--- src/rtl/ddr_rdseq_pkg.sv ---
// Shared encodings for the read-burst sequencer.
// Assumes: command and follow-up codes are fixed as listed; neighbours decode them.
package ddr_rdseq_pkg;

    typedef enum logic [1:0] {
        CMD_NOP  = 2'd0,
        CMD_READ = 2'd1,
        CMD_BST  = 2'd2,
        CMD_PRE  = 2'd3
    } rdcmd_e;

    typedef enum logic [1:0] {
        FOL_NONE  = 2'd0,
        FOL_READ  = 2'd1,
        FOL_WRITE = 2'd2,
        FOL_PRE   = 2'd3
    } follow_e;

endpackage

--- src/rtl/rdseq_ctrl.sv ---
// Burst controller: accepts requests, issues READ and the end-of-burst command.
// Assumes: cfg_bl is static while a burst is running; the bank guard supplies the
// blocked flag for the bank currently presented on req_bank.
module rdseq_ctrl
    import ddr_rdseq_pkg::*;
#(
    parameter int BANK_W = 2,
    parameter int COL_W  = 10,
    parameter int PAIR_W = 4
) (
    input  logic              clk,
    input  logic              rst_n,
    input  logic [1:0]        cfg_bl,
    input  logic              req_valid,
    input  logic [BANK_W-1:0] req_bank,
    input  logic [COL_W-1:0]  req_col,
    input  logic [PAIR_W-1:0] req_pairs,
    input  logic [1:0]        req_follow,
    input  logic              req_ap,
    input  logic              bank_blocked,
    output logic              req_ready,
    output logic [1:0]        cmd_code,
    output logic [BANK_W-1:0] cmd_bank,
    output logic [COL_W-1:0]  cmd_col,
    output logic              cmd_ap,
    output logic              busy,
    output logic              pre_load,
    output logic [BANK_W-1:0] pre_bank
);

    typedef enum logic {ST_IDLE, ST_BURST} st_e;

    st_e               state;
    logic [PAIR_W-1:0] cnt;
    logic [PAIR_W-1:0] x_r;
    follow_e           follow_r;
    logic              ap_r;
    logic [BANK_W-1:0] bank_r;
    rdcmd_e            cmd_r;

    logic [PAIR_W-1:0] half_pairs;
    logic [PAIR_W-1:0] x_eff;
    logic              last;
    logic              accept;
    rdcmd_e            end_cmd;

    // Pairs per burst from the burst length code.
    always_comb begin
        case (cfg_bl)
            2'd0:    half_pairs = PAIR_W'(1);
            2'd1:    half_pairs = PAIR_W'(2);
            default: half_pairs = PAIR_W'(4);
        endcase
    end

    // Effective pair count: clamp, and force a full burst under auto-precharge.
    always_comb begin
        if (req_ap || req_pairs == '0 || req_pairs > half_pairs)
            x_eff = half_pairs;
        else
            x_eff = req_pairs;
    end

    // Cycle x-1 of the burst is where the end command is decided.
    assign last = (state == ST_BURST) && (cnt == x_r - PAIR_W'(1));

    // Ready when idle, or at the chaining point of a follow-up read.
    assign req_ready = !bank_blocked &&
                       ((state == ST_IDLE) || (last && follow_r == FOL_READ));
    assign accept    = req_valid && req_ready;

    // Command placed x cycles after the READ when nothing is chained.
    always_comb begin
        if (follow_r == FOL_PRE && !ap_r)
            end_cmd = CMD_PRE;
        else if (x_r < half_pairs)
            end_cmd = CMD_BST;
        else
            end_cmd = CMD_NOP;
    end

    assign pre_load = last && !accept && (follow_r == FOL_PRE) && !ap_r;
    assign pre_bank = bank_r;
    assign busy     = (state == ST_BURST);
    assign cmd_code = cmd_r;

    // Sequencer state and command register.
    always_ff @(posedge clk) begin
        if (!rst_n) begin
            state    <= ST_IDLE;
            cnt      <= '0;
            x_r      <= PAIR_W'(1);
            follow_r <= FOL_NONE;
            ap_r     <= 1'b0;
            bank_r   <= '0;
            cmd_r    <= CMD_NOP;
            cmd_bank <= '0;
            cmd_col  <= '0;
            cmd_ap   <= 1'b0;
        end else if (accept) begin
            state    <= ST_BURST;
            cnt      <= '0;
            x_r      <= x_eff;
            follow_r <= follow_e'(req_follow);
            ap_r     <= req_ap;
            bank_r   <= req_bank;
            cmd_r    <= CMD_READ;
            cmd_bank <= req_bank;
            cmd_col  <= req_col;
            cmd_ap   <= req_ap;
        end else if (last) begin
            state    <= ST_IDLE;
            cmd_r    <= end_cmd;
            cmd_bank <= bank_r;
        end else begin
            if (state == ST_BURST)
                cnt <= cnt + PAIR_W'(1);
            cmd_r <= CMD_NOP;
        end
    end

endmodule

--- src/rtl/rdseq_window.sv ---
// Read data window and write-permit generator.
// Assumes: busy is high for exactly the cycles in which the device sends one pair
// per cycle (as seen at the command), so the window is busy delayed by CL_INT.
module rdseq_window #(
    parameter int CL_INT   = 2,
    parameter int TURN_GAP = 1
) (
    input  logic clk,
    input  logic rst_n,
    input  logic cfg_cl_half,
    input  logic busy,
    output logic rd_win,
    output logic rd_win_fall,
    output logic wr_ok
);

    localparam int THR_MAX = CL_INT + TURN_GAP + 1;
    localparam int GAP_W   = $clog2(THR_MAX + 1) + 1;

    logic [CL_INT-1:0] stg;
    logic [GAP_W-1:0]  gap;
    logic [GAP_W-1:0]  thr;

    // Delay line, one stage per whole clock of read latency.
    generate
        for (genvar i = 0; i < CL_INT; i++) begin : g_stage
            always_ff @(posedge clk) begin
                if (!rst_n)
                    stg[i] <= 1'b0;
                else if (i == 0)
                    stg[i] <= busy;
                else
                    stg[i] <= stg[(i == 0) ? 0 : i-1];
            end
        end
    endgenerate

    assign rd_win      = stg[CL_INT-1];
    assign rd_win_fall = rd_win && cfg_cl_half;

    // Cycles since the last pair was requested, saturating.
    always_ff @(posedge clk) begin
        if (!rst_n)
            gap <= '1;
        else if (busy)
            gap <= '0;
        else if (gap != '1)
            gap <= gap + GAP_W'(1);
    end

    assign thr   = GAP_W'(CL_INT + TURN_GAP) + GAP_W'(cfg_cl_half);
    assign wr_ok = !busy && (gap >= thr);

endmodule

--- src/rtl/rdseq_bank_guard.sv ---
// Per-bank precharge-period timers; a bank is blocked while its timer runs.
// Assumes: pre_load pulses on the edge that puts PRECHARGE on the command output.
module rdseq_bank_guard #(
    parameter int NBANK  = 4,
    parameter int BANK_W = 2,
    parameter int TRP_W  = 4
) (
    input  logic              clk,
    input  logic              rst_n,
    input  logic [TRP_W-1:0]  cfg_trp,
    input  logic              pre_load,
    input  logic [BANK_W-1:0] pre_bank,
    output logic [NBANK-1:0]  blocked
);

    generate
        for (genvar b = 0; b < NBANK; b++) begin : g_bank
            logic [TRP_W-1:0] timer;

            // Load on precharge to this bank, otherwise count down to zero.
            always_ff @(posedge clk) begin
                if (!rst_n)
                    timer <= '0;
                else if (pre_load && pre_bank == BANK_W'(b))
                    timer <= cfg_trp;
                else if (timer != '0)
                    timer <= timer - TRP_W'(1);
            end

            assign blocked[b] = (timer != '0);
        end
    endgenerate

endmodule

--- src/rtl/ddr_rdseq.sv ---
// Top of the read-burst command sequencer: controller, data window, bank guard.
// Assumes: configuration inputs change only while no burst is in flight.
module ddr_rdseq #(
    parameter int NBANK    = 4,
    parameter int COL_W    = 10,
    parameter int PAIR_W   = 4,
    parameter int TRP_W    = 4,
    parameter int CL_INT   = 2,
    parameter int TURN_GAP = 1,
    localparam int BANK_W  = (NBANK > 1) ? $clog2(NBANK) : 1
) (
    input  logic              clk,
    input  logic              rst_n,
    input  logic [1:0]        cfg_bl,
    input  logic              cfg_cl_half,
    input  logic [TRP_W-1:0]  cfg_trp,
    input  logic              req_valid,
    output logic              req_ready,
    input  logic [BANK_W-1:0] req_bank,
    input  logic [COL_W-1:0]  req_col,
    input  logic [PAIR_W-1:0] req_pairs,
    input  logic [1:0]        req_follow,
    input  logic              req_ap,
    output logic [1:0]        cmd_code,
    output logic [BANK_W-1:0] cmd_bank,
    output logic [COL_W-1:0]  cmd_col,
    output logic              cmd_ap,
    output logic              rd_win,
    output logic              rd_win_fall,
    output logic              wr_ok
);

    logic              busy;
    logic              pre_load;
    logic [BANK_W-1:0] pre_bank;
    logic [NBANK-1:0]  blocked;
    logic              bank_blocked;

    assign bank_blocked = blocked[req_bank];

    rdseq_ctrl #(
        .BANK_W (BANK_W),
        .COL_W  (COL_W),
        .PAIR_W (PAIR_W)
    ) u_ctrl (
        .clk          (clk),
        .rst_n        (rst_n),
        .cfg_bl       (cfg_bl),
        .req_valid    (req_valid),
        .req_bank     (req_bank),
        .req_col      (req_col),
        .req_pairs    (req_pairs),
        .req_follow   (req_follow),
        .req_ap       (req_ap),
        .bank_blocked (bank_blocked),
        .req_ready    (req_ready),
        .cmd_code     (cmd_code),
        .cmd_bank     (cmd_bank),
        .cmd_col      (cmd_col),
        .cmd_ap       (cmd_ap),
        .busy         (busy),
        .pre_load     (pre_load),
        .pre_bank     (pre_bank)
    );

    rdseq_window #(
        .CL_INT   (CL_INT),
        .TURN_GAP (TURN_GAP)
    ) u_win (
        .clk         (clk),
        .rst_n       (rst_n),
        .cfg_cl_half (cfg_cl_half),
        .busy        (busy),
        .rd_win      (rd_win),
        .rd_win_fall (rd_win_fall),
        .wr_ok       (wr_ok)
    );

    rdseq_bank_guard #(
        .NBANK  (NBANK),
        .BANK_W (BANK_W),
        .TRP_W  (TRP_W)
    ) u_guard (
        .clk      (clk),
        .rst_n    (rst_n),
        .cfg_trp  (cfg_trp),
        .pre_load (pre_load),
        .pre_bank (pre_bank),
        .blocked  (blocked)
    );

endmodule

--- config.mk ---
export PLATFORM = sky130hd
export DESIGN_NAME = ddr_rdseq
export DESIGN_NICKNAME = d
export VERILOG_FILES = /design/src/rtl/ddr_rdseq_pkg.sv /design/src/rtl/rdseq_ctrl.sv /design/src/rtl/rdseq_window.sv /design/src/rtl/rdseq_bank_guard.sv /design/src/rtl/ddr_rdseq.sv
export SDC_FILE = /design/constraint.sdc
export NUM_CORES = 1
export LEC_CHECK = 0
export ABC_AREA = 1
export BUFFER_PORTS_ARGS = -buffer_cell sky130_fd_sc_hd__buf_2
export CORE_MARGIN = 5
export CORE_UTILIZATION = 30
export CTS_CLUSTER_SIZE = 40
export DETAILED_ROUTE_END_ITERATION = 16
export HOLD_SLACK_MARGIN = 0.12
export PLACE_DENSITY_LB_ADDON = 0.08
export SLEW_MARGIN = 20
export SYNTH_ARGS = -nofsm -noshare
export SYNTH_HDL_FRONTEND = slang
export SYNTH_SLANG_ARGS = --single-unit
--- constraint.sdc ---
create_clock -name clk -period 2.6 [get_ports clk]
set_input_delay 0.13 -clock clk [delete_from_list [all_inputs] [get_ports clk]]
set_output_delay 0.13 -clock clk [all_outputs]
set_load 0.005 [all_outputs]
==> Word level (Yosys, flattened, before mapping) <==
Index checks and enable logic that the tools add are counted.
{ "totals": {"ff_bits": 50, "in_bits": 29, "out_inout_bits": 19, "word_cells": 99} }
{ "op_classes": {"addsub": 8, "magnitude_cmp": 4, "eq_ne": 8, "muxes": 22, "n_bitwise": 3, "n_reduce_logical": 37} }
{ "op_table": {"columns": ["cell", "count"], "rows": [
  ["two-way mux 4 bit", 11],
  ["subtractor 4 x 1 -> 4 bit (second input constant)", 5],
  ["nonzero test 4 bit", 4],
  ["logical AND 1 bit", 14],
  ["nonzero test 2 bit", 6],
  ["adder 4 x 1 -> 4 bit (second input constant)", 2],
  ["two-way mux 2 bit", 4],
  ["== test 2 x 1 -> 1 bit (second input constant)", 3],
  ["== test 2 bit (second input constant)", 3],
  ["one-hot mux 3 bit (2 select lines)", 1],
  ["two-way mux 1 bit", 5],
  ["== test 4 bit", 1],
  [">= comparator 4 bit", 1],
  ["> comparator 4 x 3 -> 1 bit", 1],
  ["zero test 1 bit", 4],
  ["zero test 2 bit", 2],
  ["zero test 4 bit", 1],
  ["< comparator 4 x 3 -> 1 bit", 1],
  ["inequality test 4 bit (second input constant)", 1],
  ["adder 2 x 1 -> 3 bit (first input constant)", 1],
  ["logical OR 1 bit", 3],
  ["< comparator 2 x 3 -> 1 bit (second input constant)", 1],
  ["inverter 1 bit", 3],
  ["OR reduction 3 bit", 1],
  ["other kinds (3)", 3]
]} }

==> Longest topological paths before layout <==
Gate-level depths: netlist of the first run.
{ "logic_depth": {"ltp_word": 13, "depth_mapped": 15, "mapped_depth_nobuf": 15} }

==> By module <==
From an unflattened synthesis of the first run, not the netlist that was laid out.
{ "hier_totals": {"hier_cells": 425, "area_unflattened_um2": 2849.0} }
{ "modules_own_cells": {"columns": ["mod", "n_inst", "cells_per_inst", "area_per_inst_um2", "seq_area_each_um2"], "rows": [
  ["rdseq_ctrl", 1, 200, 1432.6, 560.5],
  ["rdseq_bank_guard", 1, 162, 1022.2, 320.3],
  ["rdseq_window", 1, 50, 342.8, 120.1],
  ["ddr_rdseq", 1, 13, 51.3, 0.0]
]} }

==> Worst setup path before layout of the first run <==
OpenSTA, ideal clock, no wires.
{ "synth_timing": {"path_kind": "register to register", "from": "register u_ctrl.x_r[0]", "to": "register u_ctrl.cmd_bank[0]", "setup_ns": 0.115, "arrival_time_ns": 1.699, "t_required_ns": 2.485, "path_slack_ns": 0.787, "stages_incl_launch_ff": 15, "n_path_buf": 1, "synth_period_minus_slack_ns": 1.813, "path_cell_list": "dfxtp_1 inv_2 ha_1 inv_1 nand2_1 nand2_1 nor2_8 nand3_4 nand2_4 nand3_4 buf_8 nand2_4 inv_2 nor2_1 nor2_1"} }
{ "synth_between": {"elab_chain_cells": 8, "elab_cells_between_ends": 9, "classes_between": "add/sub: 1; eq/ne: 1; mux: 1; reduce/logical: 6"} }
{ "synth_rtl": {"columns": ["element", "line", "source"], "rows": [
  ["start: declaration", "rdseq_ctrl.sv:35", "logic [PAIR_W-1:0] x_r;"],
  ["start signal: assignment", "rdseq_ctrl.sv:92", "x_r <= PAIR_W'(1);"],
  ["start signal: assignment", "rdseq_ctrl.sv:103", "x_r <= x_eff;"],
  ["subtractor 4 x 1 -> 4 bit *", "rdseq_ctrl.sv:65", "assign last = (state == ST_BURST) && (cnt == x_r - PAIR_W'(1));"],
  ["== test 4 bit *", "rdseq_ctrl.sv:65", null],
  ["logical AND 1 bit *", "rdseq_ctrl.sv:65", null],
  ["logical AND 1 bit", "rdseq_ctrl.sv:69", "((state == ST_IDLE) || (last && follow_r == FOL_READ));"],
  ["logical OR 1 bit", "rdseq_ctrl.sv:69", null],
  ["logical AND 1 bit", "rdseq_ctrl.sv:68", "assign req_ready = !bank_blocked &&"],
  ["logical AND 1 bit", "rdseq_ctrl.sv:70", "assign accept = req_valid && req_ready;"],
  ["two-way mux 2 bit / nonzero test 2 bit (equally long branches)", null, null],
  ["end signal: assignment", "rdseq_ctrl.sv:108", "cmd_bank <= req_bank;"],
  ["end signal: assignment", "rdseq_ctrl.sv:114", "cmd_bank <= bank_r;"],
  ["end: declaration", "rdseq_ctrl.sv:23", "output logic [BANK_W-1:0] cmd_bank,"]
]} }
Every way passes the cells marked *; elsewhere a longest branch is shown, timed or not.
A chain may end at the register's enable or synchronous reset.

==> Worst setup path after layout of the first run <==
{ "layout_timing": {"from": "register u_ctrl.x_r[0]", "to": "output port req_ready"} }
{ "layout_between": {"elab_chain_cells": 6} }
{ "layout_rtl": {"columns": ["element", "line", "source"], "rows": [
  ["subtractor 4 x 1 -> 4 bit", "rdseq_ctrl.sv:65", null],
  ["== test 4 bit", "rdseq_ctrl.sv:65", null],
  ["logical AND 1 bit", "rdseq_ctrl.sv:65", null],
  ["logical AND 1 bit", "rdseq_ctrl.sv:69", null],
  ["logical OR 1 bit", "rdseq_ctrl.sv:69", null],
  ["logical AND 1 bit", "rdseq_ctrl.sv:68", null],
  ["end: declaration", "ddr_rdseq.sv:18", "output logic req_ready,"]
]} }
Every way passes these cells.

==> impl_metrics.yaml, run 1 <==
status:
  outcome: "completed"
place:
  dpl.cell_count: 580
  gp_congestion: 0.741
  portBuffers: 47
  hpwlAfterDp_um: 5460
critical_path:
  critPathKind: "register to output pin"
  crit_family: "simple AND/OR/NAND/NOR gates"
  crit_buf_inv: 4
  arrival_ns: 2.15
  cp.depth: 11
  path_cells: "inv_2 > ha_1 > inv_1 > nand2_1 > nand2_1 > nor2_8 > nand3_4 > nand2_4 > inv_1 > nor3_1 > buf_2"
  critPathLaunchType: "register"
  end_kind: "output pin"
  cp.required_ns: 2.47
  crit_path_max_incr_delay_ns: 0.37
  crit_fanout: 6
  slowest_stage: "dfxtp_1"
  r2r_cells: 13
synth:
  ys_warn_count: 0
  ys_seq_area_frac: 0.343
  yosysTopAreaCell: "dfxtp_1"
  syn_inst: 404
  ys_ff_latch: 50
  postSynthAreaPerCell_sq_um: 7.23
  synth_top_area_share: 0.343
  synth.area.top_cells: "dfxtp_1 34%, nand2_1 13%, ha_1 8.1%"
  ys_types: 39
  synth_area_sq_um: 2920
  syn_nets: 452
sta:
  finalSetupViolCount: 0
  min_period_over_period: 0.877
  final_max_slew_viol_count: 0
  tightest_slew_ns: 0.557
  rsz0062_at_grt: "no"
  max_slew_margin: 0.627
  fin_tns_setup_ns: 0
  hold_violations: 0
  finalCriticalPeriod_ns: 2.28
  fmax_mhz: 438
  clock_skew_ns: 0.0130
route:
  drc: 0
  antenna_left: 0
  vias: 2605
  vias_per_cell: 4.33
  routed_wl_um: 7070
  detail_route.iter0.violations: 58
  firstDrtPassIters: 4
  drt-wirelength-per-cell_um: 11.8
global_route:
  grtUsageTotal: 0.126
  grt.overflow.total: 0
  grt_pass1_wl_um: 11800
  grt_max_degree: 26
  antenna_found_initial: 0
  grt_pass1_vias: 2504
clock_tree:
  cts_resized: 0
  h-tree-depth: 2
  ctsHoldBuffers: 13
  cts_tree: "built"
  cts-buffers-inserted: 5
  cts_sinks: 50
  ctsLongestPathBuffers: 2
  post_cts_buffers: 0
  worstSkewPairLatency_ns: 0.31
  cts.clk_slew.worst_paths_ns: 0.10
  cts_root_buf: "clkbuf_8"
cells_and_area:
  syn_to_final_growth_pct: 20.8
  utilization: 0.366
  nFillCells: 1091
  layout_common_cells: "102 x nand2_1, 50 x dfxtp_1, 48 x inv_1"
  drive_gt1_frac: 0.194
  layout_commonest_cell: "nand2_1"
  diodes: 0
  fin_nets: 515
  stdcell_count: 601
min_path:
  min_delay_path_depth: 3
  min_path_type: "input pin to register"
floorplan:
  die_y_um: 109
  pin_count: 48
  std_cell_rows: 36
  start_util: 0.303
  design.core.area_sq_um: 9640
  dieArea_sq_um: 11800
  dieWidth_um: 109
power:
  p_leak_nw: 1.71
  pwr_density_cell_nw_per_um2: 958
  ir_worst_vdd_mv: 0.337
flow_run:
  cap_violations: 0
sequential cells by signal (all words and copies together), names as in the netlist, 4 cells and up:
| signal | count |
|---|---|
| u_ctrl.cmd_col | 10 |
| u_ctrl.cnt | 4 |
| u_ctrl.x_r | 4 |
| u_guard.g_bank.timer | 16 |
| u_win.gap | 4 |
path summary, 6_finish.rpt:
check        slack (ns)                          to           from
max                0.32                   req_ready  u_ctrl.x_r[0]
min                0.12  u_guard.g_bank[1].timer[3]     cfg_trp[3]
max reg2reg        0.43          u_ctrl.cmd_bank[0]  u_ctrl.x_r[0]
min reg2reg        0.42                u_win.rd_win   u_win.stg[0]
layout make-up:
type	instances	area, sq um	area share
inverters	58	223	0.0631
repair buffers	63	388	0.110
clock buffers	5	68.8	0.0195
multi-input cells	289	1640	0.464
flip-flops and latches	50	1000	0.284
clock inverters	3	45.0	0.0128
well taps	133	166	0.0472
metrics by stage:
step	setup slack (ns)	hold slack [ns]	cell area, sq um	total power [mW]
2_1_floorplan	0.787	0.268	2920	2.48
3_3_place_gp	0.462	0.380	3280	2.82
3_5_place_dp	0.430	0.383	3280	2.83
4_1_cts	0.304	0.120	3530	3.44
5_1_grt	0.131	0.143	3530	3.74
6_report	0.319	0.120	3530	3.38
kinds of logic (layout without fill, tap and decap cells):
kind of cell / count (synthesis) / after routing / synth area share
AO/OA/AOI/OAI: 62 / 62 / 0.113
XOR/XNOR: 13 / 13 / 0.0390
adder cells (fa/ha/maj): 19 / 19 / 0.0814
buffers and inverters: 65 / 129 / 0.0973
flip-flops: 50 / 50 / 0.343
AND/OR/NAND/NOR: 195 / 195 / 0.327
routing by layer:
| layer | vias to the layer above | global-route usage | routed length (um) |
|---|---|---|---|
| met3 | 6 | 0.0266 | 373 |
| li1 | 1416 | - | - |
| met4 | 0 | 0.0298 | 63 |
| met2 | 54 | 0.202 | 3110 |
| met1 | 1129 | 0.175 | 3510 |
| met5 | - | 0 | 0 |
power by group:
| part | leakage, nW | total [mW] | switching [mW] | internal (mW) |
|---|---|---|---|---|
| Combinational | 1.25 | 1.67 | 0.990 | 0.676 |
| Clock | 0.0504 | 0.573 | 0.286 | 0.287 |
| Sequential | 0.411 | 1.14 | 0.161 | 0.980 |
| Total | 1.71 | 3.38 | 1.44 | 1.94 |
synth_stat cells (all sizes together):
library cell	instances
nor3b	1
nor2	40
inv	56
o31ai	1
o21ai	22
nand2	110
a21o	1
nand4	8
clkinv	2
ha	19
clkbuf	2
xnor2	2
and2	1
buf	5
nand3b	1
nor3	8
nand3	26
a211oi	1
a21oi	35
dfxtp	50
o211ai	1
xor2	11
a31oi	1
tightest hold or removal path: stages:
cell	delay, ns
buf_2	0.13
nand3_1	0.08
a21oi_1	0.05
No activity file was read; power rests on OpenSTA's default activity.
==> inputs of run 2 (changes only) <==
--- a/config.mk
+++ b/config.mk
@@ -5,7 +5,6 @@
 export SDC_FILE = /design/constraint.sdc
 export NUM_CORES = 1
 export LEC_CHECK = 0
-export ABC_AREA = 1
 export BUFFER_PORTS_ARGS = -buffer_cell sky130_fd_sc_hd__buf_2
 export CORE_MARGIN = 5
 export CORE_UTILIZATION = 30
==> constraint.sdc (replaced) <==
create_clock -name clk -period 2.6 [get_ports clk]
set_input_delay 0.52 -clock clk [delete_from_list [all_inputs] [get_ports clk]]
set_output_delay 0.52 -clock clk [all_outputs]
set_load 0.005 [all_outputs]
==> run 2 against run 1 <==
Against the previous run:
- fmax decreased by 10%
- area after synthesis fell by 5.4%
- setup slack worse by 0.26 ns
- cell count decreased by 19%
- highest routed layer unchanged
- final area is 6.5% lower
- power up 3.0%
- synthesized cell count shrank 21%
- routed wire length down 2.7%
- sequential power grew 5%
==> impl_metrics.yaml, run 2 <==
sta:
  clock_skew_ns: 0.0122
  fmax_mhz: 394
  finalSetupViolCount: 0
  final_max_slew_viol_count: 0
  setup_ws_ns: 0.0618
  hold_violations: 0
  min_period_over_period: 0.976
  finalCriticalPeriod_ns: 2.54
  rsz0062_at_grt: "yes"
  tightest_slew_ns: 0.525
  max_slew_margin: 0.649
  fin_tns_setup_ns: 0
  whs_ns: 0.438
cells_and_area:
  largest-register: "u_guard.g_bank.timer"
  layout_common_cells: "47 x buf_2, 44 x dfxtp_1, 28 x nor2_1, 28 x a21oi_1, 25 x o21ai_0"
  fin_nets: 424
  nFillCells: 975
  stdcell_count: 488
  syn_to_final_growth_pct: 19.3
  reg_top3: "u_guard.g_bank.timer x16, u_ctrl.cmd_col x10"
  diodes: 0
  layout_commonest_cell: "buf_2"
  utilization: 0.362
  drive_gt1_frac: 0.265
  largest_reg_flops: 16
  design_area_sq_um: 3300
place:
  hpwlAfterDp_um: 5050
  place_ws_ns: 0.268
  placed_area_sq_um: 3120
  portBuffers: 47
  dpl.cell_count: 473
  gp_congestion: 0.741
route:
  detail_route.iter0.violations: 84
  vias: 2402
  antenna_left: 0
  vias_per_cell: 4.92
  routed_wl_um: 6880
  drc: 0
  drt-wirelength-per-cell_um: 14.1
  firstDrtPassIters: 4
synth:
  syn_nets: 366
  synth.area.top_cells: "dfxtp_1 36%, ha_1 8.6%, mux2i_1 6.2%"
  ys_warn_count: 0
  syn_inst: 318
  ys_types: 49
  postSynthAreaPerCell_sq_um: 8.69
  yosysTopAreaCell: "dfxtp_1"
  synth_top_area_share: 0.362
  ys_seq_area_frac: 0.362
  synth_ff_type: "dfxtp_1"
  ys_ff_latch: 50
  synth-async-reset-ratio: 0
  synth.most_common_cell: "dfxtp_1"
  netlist_top_cells_count: "50 x dfxtp_1, 28 x a21oi_1, 28 x nor2_1"
  synth_area_sq_um: 2760
  synth_edf_count: 0
clock_tree:
  cts_tree: "built"
  h-tree-depth: 2
  cts-buffers-inserted: 5
  worstSkewPairLatency_ns: 0.32
  ctsLongestPathBuffers: 2
  cts.clk_slew.worst_paths_ns: 0.11
  cts_root_buf: "clkbuf_8"
  ctsHoldBuffers: 0
  cts_sinks: 50
flow_run:
  cap_violations: 0
power:
  p_leak_nw: 1.46
  pwr_density_cell_nw_per_um2: 1060
  p_total_mw: 3.48
  ir_worst_vdd_mv: 0.263
floorplan:
  die_y_um: 106
  dieWidth_um: 106
  start_util: 0.303
  design.core.area_sq_um: 9110
  std_cell_rows: 35
  dieArea_sq_um: 11200
  pin_count: 48
critical_path:
  critPathLaunchType: "register"
  arrival_ns: 2.02
  cp.required_ns: 2.08
  critPathKind: "register to output pin"
  end_kind: "output pin"
  crit_fanout: 3
  reg2reg_slack_ns: 0.28
global_route:
  grt_pass1_wl_um: 11600
  grt.overflow.total: 0
  antenna_found_initial: 0
  grt_max_degree: 25
  grtUsageTotal: 0.126
  grt_pass1_vias: 2376
min_path:
  min_path_type: "input pin to register"
status:
  outcome: "completed"
run 2: changes by cell type in the layout (fill, tap and decap cells not counted), moves of 7 or more:
| cell | change |
|---|---|
| nand2_1 | -90 |
| inv_1 | -37 |
| mux2i_1 | +17 |
| buf_4 | +15 |
| dlygate4sd3_1 | -13 |
| xnor2_1 | +10 |
| xor2_1 | -10 |
| o21ai_0 | +8 |
| nor2_2 | -7 |
run 2: logic make-up (layout without fill, tap and decap cells):
| kind of cell | Yosys count | in the layout | share of synthesized area |
|---|---|---|---|
| fa+ha+maj | 19 | 19 | 0.0860 |
| flops | 50 | 50 | 0.362 |
| xor+xnor | 14 | 14 | 0.0498 |
| compound gates | 79 | 79 | 0.170 |
| buf+inv | 31 | 90 | 0.0593 |
| mux | 17 | 17 | 0.0616 |
| simple gates | 108 | 108 | 0.211 |
run 2: layout make-up:
cell class	instances	area, sq um	area share
clock buffers	5	68.8	0.0209
clock inverters	3	25.0	0.00759
inverters	17	63.8	0.0194
multi-input cells	237	1620	0.492
flip-flops and latches	50	1010	0.306
well taps	111	139	0.0421
repair buffers	65	370	0.112
run 2: routing by layer:
| metal | part of all wire | wire, um | track usage |
|---|---|---|---|
| met5 | 0 | 0 | 0 |
| met4 | 0.010 | 70 | 0.0305 |
| met3 | 0.042 | 292 | 0.0285 |
| met2 | 0.45 | 3120 | 0.205 |
| met1 | 0.49 | 3400 | 0.171 |
run 2: critical path, stage by stage, from the launching register on:
cell and delay, ns:
dfxtp_2 0.34, inv_2 0.06, ha_2 0.17, or3b_4 0.37, a222oi_1 0.40, nand2_1 0.13, nor2_1 0.10, buf_2 0.13
run 2: path summary, 6_finish.rpt:
kind / start / end / cells past startpoint
max: u_guard.g_bank[3].timer[1] / req_ready / 7
min: req_col[4] / u_ctrl.cmd_col[4] / 3
max reg2reg: u_guard.g_bank[3].timer[1] / u_ctrl.x_r[2] / 10
min reg2reg: u_win.stg[0] / u_win.rd_win / 1
run 2: power by group:
group	switching [mW]	total [mW]	internal, mW
logic	0.922	1.80	0.880
clock network	0.287	0.482	0.195
registers	0.192	1.20	1.00
run 2: what timing repair did:
| item | in CTS | in global routing |
|---|---|---|
| setup buffers | 4 | 3 |
| endpoints found under the setup margin | 1 | 1 |
| pin swaps | 5 | 6 |
| gates resized for setup | 4 | 14 |
==> inputs of run 3 (changes only) <==
--- a/config.mk
+++ b/config.mk
@@ -11,7 +11,7 @@
 export CTS_CLUSTER_SIZE = 40
 export DETAILED_ROUTE_END_ITERATION = 16
 export HOLD_SLACK_MARGIN = 0.12
-export PLACE_DENSITY_LB_ADDON = 0.08
+export PLACE_DENSITY = 0.52
 export SLEW_MARGIN = 20
 export SYNTH_ARGS = -nofsm -noshare
 export SYNTH_HDL_FRONTEND = slang
==> constraint.sdc (replaced) <==
create_clock -name clk -period 2.85 [get_ports clk]
set_input_delay 0.57 -clock clk [delete_from_list [all_inputs] [get_ports clk]]
set_output_delay 0.57 -clock clk [all_outputs]
set_load 0.005 [all_outputs]
==> run 3 against run 2 <==
Against the previous run:
- sequential share of layout area increased by 0.61 points
- register-to-register slack improved by 0.21 ns
- sequential power decreased by 9%
- global-route usage decreased by 0.49 points
- first-iteration DRC count increased by 39%
- setup slack improved by 0.16 ns
- non-clock buffer count decreased by 12
- combinational power decreased by 18%
- largest power group unchanged
- highest routed layer unchanged
==> impl_metrics.yaml, run 3 (synthesis results as in run 2) <==
status:
  outcome: "completed"
power:
  power_frac_seq: 0.352
  internal_power_mw: 1.87
  p_leak_nw: 1.42
  p_clk_frac: 0.168
  pwr_density_cell_nw_per_um2: 964
  pwr-share-comb: 0.480
  switching_share: 0.396
  p_switching_mw: 1.23
  ir_worst_vdd_mv: 0.314
global_route:
  grt_max_degree: 36
  antenna_found_initial: 0
  grt.overflow.total: 0
  grtUsageTotal: 0.122
  grt_pass1_wl_um: 11200
  grt_pass1_vias: 2272
place:
  hpwlAfterDp_um: 4880
  dpl.cell_count: 468
  portBuffers: 47
  place_ws_ns: 0.348
  gp_congestion: 0.742
sta:
  setup_ws_ns: 0.217
  tightest_slew_ns: 0.725
  clock_skew_ns: 0.0108
  max_slew_margin: 0.517
  min_period_over_period: 0.924
  finalSetupViolCount: 0
  rsz0062_at_grt: "no"
  hold_violations: 0
  whs_ns: 0.444
  fin_tns_setup_ns: 0
  final_max_slew_viol_count: 0
  finalCriticalPeriod_ns: 2.63
  fmax_mhz: 380
critical_path:
  critPathLaunchType: "register"
  reg2reg_slack_ns: 0.49
  r2r_cells: 8
  cp.required_ns: 2.28
  arrival_ns: 2.06
  critPathKind: "register to output pin"
  crit_fanout: 7
  end_kind: "output pin"
route:
  vias: 2335
  antenna_left: 0
  routed.top_layer: "met4"
  firstDrtPassIters: 4
  routed_wl_um: 6690
  drc: 0
  wl_met2_um: 2860
  detail_route.iter0.violations: 117
  drt-wirelength-per-cell_um: 14.1
  vias_per_cell: 4.91
  wl_met3_um: 273
  drt-met1-wl_um: 3460
cells_and_area:
  nFillCells: 964
  syn_to_final_growth_pct: 16.1
  stdcell_count: 476
  largest-register: "u_guard.g_bank.timer"
  layout_common_cells: "50 x dfxtp_1, 47 x buf_2, 28 x nor2_1, 28 x a21oi_1, 25 x o21ai_0"
  regArea_sq_um: 1000
  layout_commonest_cell: "dfxtp_1"
  diodes: 0
  reg_top3: "u_guard.g_bank.timer x16, u_ctrl.cmd_col x10"
  multiInputGateArea_sq_um: 1600
  largest_reg_flops: 16
  utilization: 0.352
  drive_gt1_frac: 0.197
  fin_nets: 412
clock_tree:
  ctsHoldBuffers: 0
  worstSkewPairLatency_ns: 0.31
  cts_tree: "built"
  cts_resized: 0
  cts-buffers-inserted: 5
  h-tree-depth: 2
  ctsLongestPathBuffers: 2
  cts.clk_slew.worst_paths_ns: 0.09
  post_cts_buffers: 0
  cts_root_buf: "clkbuf_8"
  cts_sinks: 50
floorplan:
  dieArea_sq_um: 11200
  design.core.area_sq_um: 9110
  start_util: 0.303
  pin_count: 48
  dieWidth_um: 106
  die_y_um: 106
  std_cell_rows: 35
flow_run:
  cap_violations: 0
min_path:
  min_path_type: "register to register"
  min_delay_path_depth: 1
## run 3: area by class of cell
cell class | count | share of cell area
Multi-Input combinational cell | 237 | 0.498
Tap cell | 111 | 0.0433
Inverter | 17 | 0.0199
Sequential cell | 50 | 0.312
Clock buffer | 5 | 0.0215
Timing Repair Buffer | 53 | 0.0913
Clock inverter | 3 | 0.0137
## run 3: worst paths after layout
check,startpoint,endpoint
max,u_ctrl.x_r[0],req_ready
min,u_win.stg[0],u_win.rd_win
max reg2reg,u_guard.g_bank[1].timer[0],u_ctrl.x_r[1]
min reg2reg,u_win.stg[0],u_win.rd_win
## run 3: metal layers
| layer | global-route usage | vias up |
|---|---|---|
| li1 | - | 1226 |
| met4 | 0.0389 | 0 |
| met3 | 0.0279 | 8 |
| met1 | 0.167 | 1060 |
| met5 | 0 | - |
| met2 | 0.189 | 41 |
## run 3: power groups by stage
| stage | Sequential [mW] | Combinational, mW | Clock [mW] |
|---|---|---|---|
| global placement | 1.10 | 1.47 | 0 |
| detailed placement | 1.10 | 1.49 | 0 |
| CTS | 1.09 | 1.50 | 0.541 |
| finish | 1.09 | 1.48 | 0.520 |
| floorplan | 1.06 | 1.18 | 0 |
| global route | 1.12 | 1.70 | 0.572 |
## run 3: metrics by stage
step	area, sq um	power [mW]
2_1_floorplan	2760	2.23
3_3_place_gp	3100	2.57
3_5_place_dp	3100	2.60
4_1_cts	3210	3.13
5_1_grt	3210	3.39
6_report	3210	3.09
## run 3: worst max-delay path: stages (launching register included)
cell and delay [ns]:
dfxtp_1 0.37, inv_1 0.08, ha_1 0.30, xnor2_1 0.16
nor3_4 0.34, a21o_2 0.20, nand2_1 0.05, nor2_1 0.13
buf_2 0.13
